**src/rtl/pes_pkg.sv**
```systemverilog
package pes_pkg;
    typedef enum logic [2:0] {
        ST_ARRAY     = 3'd0,
        ST_BUSY_PGM  = 3'd1,
        ST_BUSY_ERS  = 3'd2,
        ST_HOLD_PASS = 3'd3,
        ST_HOLD_FAIL = 3'd4
    } pes_state_e;

    localparam int CFG_W = 2;
endpackage

```
**src/rtl/pes_cfg_reg.sv**
```systemverilog
module pes_cfg_reg
    import pes_pkg::*;
(
    input  logic             clk,
    input  logic             por_n,
    input  logic             wr,
    input  logic [CFG_W-1:0] val,
    input  logic             allow,
    output logic             hold_after_pass
);
    logic legal;

    always_comb begin
        legal = (val[CFG_W-1:1] == '0);
    end

    always_ff @(posedge clk or negedge por_n) begin
        if (!por_n) begin
            hold_after_pass <= 1'b0;
        end else if (wr && allow && legal) begin
            hold_after_pass <= val[0];
        end
    end
endmodule

```
**src/rtl/pes_fsm.sv**
```systemverilog
module pes_fsm
    import pes_pkg::*;
(
    input  logic       clk,
    input  logic       rst_n,
    input  logic       op_busy,
    input  logic       op_is_erase,
    input  logic       op_fail,
    input  logic       id_exit,
    input  logic       hold_after_pass,
    output pes_state_e state_q,
    output logic       was_erase,
    output logic       busy,
    output logic       show_status
);
    pes_state_e state_d;
    logic       start;

    always_comb begin
        state_d = state_q;
        start   = 1'b0;
        unique case (state_q)
            ST_ARRAY: begin
                if (op_busy) begin
                    start   = 1'b1;
                    state_d = op_is_erase ? ST_BUSY_ERS : ST_BUSY_PGM;
                end
            end
            ST_BUSY_PGM, ST_BUSY_ERS: begin
                if (!op_busy) begin
                    if (op_fail)              state_d = ST_HOLD_FAIL;
                    else if (hold_after_pass) state_d = ST_HOLD_PASS;
                    else                      state_d = ST_ARRAY;
                end
            end
            ST_HOLD_PASS, ST_HOLD_FAIL: begin
                if (op_busy) begin
                    start   = 1'b1;
                    state_d = op_is_erase ? ST_BUSY_ERS : ST_BUSY_PGM;
                end else if (id_exit) begin
                    state_d = ST_ARRAY;
                end
            end
            default: state_d = ST_ARRAY;
        endcase
    end

    always_ff @(posedge clk or negedge rst_n) begin
        if (!rst_n) begin
            state_q   <= ST_ARRAY;
            was_erase <= 1'b0;
        end else begin
            state_q <= state_d;
            if (start) was_erase <= op_is_erase;
        end
    end

    always_comb begin
        busy        = 1'b0;
        show_status = 1'b1;
        unique case (state_q)
            ST_ARRAY:                 show_status = 1'b0;
            ST_BUSY_PGM, ST_BUSY_ERS: busy        = 1'b1;
            ST_HOLD_PASS, ST_HOLD_FAIL: ;
            default:                  show_status = 1'b0;
        endcase
    end
endmodule

```
**src/rtl/pes_toggle.sv**
```systemverilog
module pes_toggle (
    input  logic clk,
    input  logic rst_n,
    input  logic busy,
    input  logic rd_en,
    output logic tog_q
);
    always_ff @(posedge clk or negedge rst_n) begin
        if (!rst_n)            tog_q <= 1'b0;
        else if (busy && rd_en) tog_q <= ~tog_q;
    end
endmodule

```
**src/rtl/pes_word.sv**
```systemverilog
module pes_word
    import pes_pkg::*;
#(
    parameter int DATA_W   = 16,
    parameter int POLL_BIT = 7,
    parameter int TOG_BIT  = 6,
    parameter int FAIL_BIT = 5
) (
    input  pes_state_e        state_q,
    input  logic              was_erase,
    input  logic              show_status,
    input  logic              tog_q,
    input  logic              prog_poll_bit,
    input  logic [DATA_W-1:0] arr_data,
    output logic [DATA_W-1:0] rd_data
);
    logic              poll_v;
    logic              fail_v;
    logic [DATA_W-1:0] stat_word;

    always_comb begin
        poll_v = 1'b0;
        fail_v = 1'b0;
        unique case (state_q)
            ST_BUSY_PGM:  poll_v = ~prog_poll_bit;
            ST_BUSY_ERS:  poll_v = 1'b0;
            ST_HOLD_PASS: poll_v = was_erase ? 1'b1 : prog_poll_bit;
            ST_HOLD_FAIL: begin
                poll_v = was_erase ? 1'b0 : ~prog_poll_bit;
                fail_v = 1'b1;
            end
            ST_ARRAY: ;
            default: ;
        endcase
    end

    for (genvar i = 0; i < DATA_W; i++) begin : g_bit
        if (i == POLL_BIT) begin : g_poll
            assign stat_word[i] = poll_v;
        end else if (i == TOG_BIT) begin : g_tog
            assign stat_word[i] = tog_q;
        end else if (i == FAIL_BIT) begin : g_fail
            assign stat_word[i] = fail_v;
        end else begin : g_zero
            assign stat_word[i] = 1'b0;
        end
    end

    assign rd_data = show_status ? stat_word : arr_data;
endmodule

```
**src/rtl/pgm_erase_status.sv**
```systemverilog
module pgm_erase_status
    import pes_pkg::*;
#(
    parameter int DATA_W   = 16,
    parameter int POLL_BIT = 7,
    parameter int TOG_BIT  = 6,
    parameter int FAIL_BIT = 5
) (
    input  logic              clk,
    input  logic              por_n,
    input  logic              rst_n,
    input  logic              op_busy,
    input  logic              op_is_erase,
    input  logic              op_fail,
    input  logic              prog_poll_bit,
    input  logic              cfg_wr,
    input  logic [CFG_W-1:0]  cfg_val,
    input  logic              id_exit,
    input  logic              rd_en,
    input  logic [DATA_W-1:0] arr_data,
    output logic [DATA_W-1:0] rd_data,
    output logic              rdy
);
    logic       sys_rst_n;
    logic       hold_after_pass;
    pes_state_e fsm_state;
    logic       was_erase;
    logic       busy;
    logic       show_status;
    logic       tog_q;

    assign sys_rst_n = por_n & rst_n;

    pes_cfg_reg u_cfg (
        .clk             (clk),
        .por_n           (por_n),
        .wr              (cfg_wr),
        .val             (cfg_val),
        .allow           (~busy),
        .hold_after_pass (hold_after_pass)
    );

    pes_fsm u_fsm (
        .clk             (clk),
        .rst_n           (sys_rst_n),
        .op_busy         (op_busy),
        .op_is_erase     (op_is_erase),
        .op_fail         (op_fail),
        .id_exit         (id_exit),
        .hold_after_pass (hold_after_pass),
        .state_q         (fsm_state),
        .was_erase       (was_erase),
        .busy            (busy),
        .show_status     (show_status)
    );

    pes_toggle u_tog (
        .clk   (clk),
        .rst_n (sys_rst_n),
        .busy  (busy),
        .rd_en (rd_en),
        .tog_q (tog_q)
    );

    pes_word #(
        .DATA_W   (DATA_W),
        .POLL_BIT (POLL_BIT),
        .TOG_BIT  (TOG_BIT),
        .FAIL_BIT (FAIL_BIT)
    ) u_word (
        .state_q       (fsm_state),
        .was_erase     (was_erase),
        .show_status   (show_status),
        .tog_q         (tog_q),
        .prog_poll_bit (prog_poll_bit),
        .arr_data      (arr_data),
        .rd_data       (rd_data)
    );

    assign rdy = ~busy;
endmodule

```
**config.mk**
```make
export PLATFORM = sky130hd
export DESIGN_NAME = pgm_erase_status
export DESIGN_NICKNAME = d
export VERILOG_FILES = /design/src/rtl/pes_pkg.sv /design/src/rtl/pes_cfg_reg.sv /design/src/rtl/pes_fsm.sv /design/src/rtl/pes_toggle.sv /design/src/rtl/pes_word.sv /design/src/rtl/pgm_erase_status.sv
export SDC_FILE = /design/constraint.sdc
export NUM_CORES = 1
export LEC_CHECK = 0
export BUFFER_PORTS_ARGS = -buffer_cell sky130_fd_sc_hd__buf_2
export CORE_UTILIZATION = 30
export DETAILED_ROUTE_END_ITERATION = 10
export GPL_TIMING_DRIVEN = 0
export PLACE_DENSITY = 0.71
export SETUP_SLACK_MARGIN = 0.05
export SLEW_MARGIN = 20
export SYNTH_ARGS = -nofsm -noshare
export SYNTH_HDL_FRONTEND = slang
export SYNTH_SLANG_ARGS = --single-unit
```
**constraint.sdc**
```tcl
create_clock -name clk -period 1.7 [get_ports clk]
set_input_delay 0.34 -clock clk [delete_from_list [all_inputs] [get_ports clk]]
set_output_delay 0.34 -clock clk [all_outputs]
set_load 0.1 [all_outputs]
```
==> out/metrics.cfg <==
[route]
initialDrtViolationCount = 5
wl_per_cell_um = 12.6
vias_per_cell = 4.77
drc = 0
antenna_left = 0
firstDrtPassIters = 4
num_vias = 787
finalWirelength_mm = 2.08

[logic_synthesis]
ys_top_cells_by_count = nor2b_1 (14), dfrtp_1 (6), nor2_1 (6)
async_reset_ff_frac = 1.00
synth_most_common_cell = nor2b_1
syn-cell-area_um2 = 688
ys_ff_latch = 6
synth_largest_area_cell = dfrtp_1
ys_top_cells_by_area = dfrtp_1 (22%), nor2b_1 (13%), buf_6 (4.9%), mux2i_1 (4.4%), xnor2_4 (4.0%)
syn-num-nets = 104
yosysTopAreaCellShare = 0.218
syn_inst = 76
avgSynthCellArea_um2 = 9.05
ys.flop_type = dfrtp_1
synth-edff-count = 0
ys_seq_area_frac = 0.218
synth_cell_types = 33
ys_warn_count = 0

[final_layout]
area_delta_synth_final_pct = 122
fin_area_mm2 = 0.00153
fin_cells = 165
nNetsFinal = 167
diodes = 0
drive_above_1_share = 0.688
nFillCells = 148

[timing]
finalHoldViolCount = 0
fin_crit_sh = 1.13
layout_min_cycle_time_ps = 1920
finalClockSkew_ps = 5.60
setup_slack_ps = -220
slew_headroom = 0.748
rsz0062_at_grt = true
slew_violations = 0
worst_slew_pin_slew_ps = 378
fmax_ghz = 0.521
setup_violations = 17

[critical_path]
arrival_ps = 1580
critPathCaptureType = output port
crit_fanout = 3
cp_data_required_time_ps = 1360
crit_path_start_kind = register
rr_endpoint = u_fsm.state_q[0]$_DFFE_PN0P_
r2r_setup_slack_ps = 50
regToRegStartpoint = u_fsm.state_q[0]$_DFFE_PN0P_
critPathKind = register to output port
reg2reg_depth = 7

[clocking]
cts_root_buf = clkbuf_4
cts.htree.levels = 1
clk_pin_slew_ps = 50
cts_tree = built
clkSinkCount = 6
cts_buffer_depth = 2
cts_buffers = 3
clkLatencyLatePin_ps = 250

[floorplan]
die_area_mm2 = 0.00249
io_pins = 45
initial_core_util = 0.334
die_width_um = 49.9
core_area_mm2 = 0.00206
die_h_um = 49.9
rows = 16

[grt]
grt_pass1_wl_mm = 3.35
gr-usage-met1 = 0.193
grt_max_degree = 11
grt_util_met3 = 0.0340
grt.total_usage = 0.178
top_usage_layer = met2
antenna_found_initial = 0
overflow = 0
met2_usage = 0.347
first_global_vias = 797

[placed_design]
port_buffers = 44
gp_congestion = 0.897
post-place-ws_ps = -324
dp_hpwl_mm = 1.26
place_inst = 147
place_area_mm2 = 0.00110

[run]
drv_cap = 0

[min_path]
hold_class = input pin to async pin

[outcome]
violations = negative setup slack
status = complete, but fails checks

## placed cells by master, fill, tap and decap left out, types with 2 or more instances in the layout
cell      synthesis  final
a21oi_1           5      3
a21oi_2           0      2
a31oi_1           2      2
buf_12            0     19
buf_2             1     27
buf_4             0      9
buf_6             3      5
clkbuf_1          1      2
clkbuf_4          0      3
dfrtp_1           6      5
inv_1             3      2
mux2_4            1      2
mux2i_1           3      3
nand2_1           5      5
nand2b_1          4      3
nor2_1            6      6
nor2_4            2      2
nor2b_4           0     13
nor3b_2           2      2
xnor2_4           1      2
## worst max-delay path: stages (launching register included)
cell,delay [ps]
dfrtp_2,430
buf_6,140
xnor2_4,240
mux2_4,340
buf_12,170
## metal layers
layer	wire [um]	share of wire	vias up
met5	0	0	-
met4	10	0.0048	0
met3	174	0.084	2
met2	1060	0.51	44
met1	838	0.40	359
li1	-	-	382
## registers in the layout (all words and copies together), names as in the netlist
| register | cells |
|---|---|
| u_fsm.state_q | 3 |
| u_cfg.hold_after_pass | 1 |
| u_fsm.was_erase | 1 |
| u_tog.tog_q | 1 |
## through the flow
step,hold slack [ps],utilization,setup TNS (ps)
after global routing,44.3,0.740,-3210
after global placement,122,0.532,-4070
after CTS,25.0,0.720,-2810
after floorplan,44.4,-,-2610
after detailed placement,122,0.532,-4260
final,20.0,0.740,-2300
## kinds of logic (layout without fill, tap and decap cells)
logic type | Yosys count | count (layout) | share of synthesized area
flops | 6 | 6 | 0.218
fa+ha+maj | 1 | 1 | 0.0145
xor+xnor | 3 | 3 | 0.0764
mux | 5 | 5 | 0.0818
buf+inv | 8 | 70 | 0.0782
compound gates | 14 | 14 | 0.149
simple gates | 39 | 39 | 0.382
## final cells by class
type / count / area, um2 / area share
flip-flops and latches: 6 / 151 / 0.0993
inverters: 3 / 15.0 / 0.00984
plain buffers: 5 / 61.3 / 0.0402
clock buffers: 4 / 26.3 / 0.0172
well taps: 27 / 33.8 / 0.0221
repair buffers: 58 / 607 / 0.398
multi-input cells: 62 / 631 / 0.413
## how the worst max path moves through the flow
stage	cells past startpoint	slack, ps	startpoint	to
final	4	-220	u_fsm.state_q[2]$_DFFE_PN0P_	rd_data[6]
after global routing	4	-260	u_fsm.state_q[2]$_DFFE_PN0P_	rd_data[6]
after CTS	5	-250	u_fsm.state_q[1]$_DFFE_PN0P_	rd_data[6]
after detailed placement	6	-320	u_fsm.state_q[1]$_DFFE_PN0P_	rd_data[12]
after global placement	5	-310	u_fsm.state_q[1]$_DFFE_PN0P_	rd_data[6]
after floorplan	5	-210	u_fsm.state_q[1]$_DFFE_PN0P_	rd_data[0]
## timing repair
action | 4_1_cts | 5_1_grt
setup buffers | 10 | 3
pin swaps | 6 | 7
endpoints found under the setup margin | 17 | 17
hold buffers | 1 | 0
gates cloned | 0 | 0
resized for setup | 70 | 5
hold endpoints to repair | 1 | 0
Power is not shown: default switching activity piles up to over one toggle a cycle in this logic, so the estimate is an artifact.
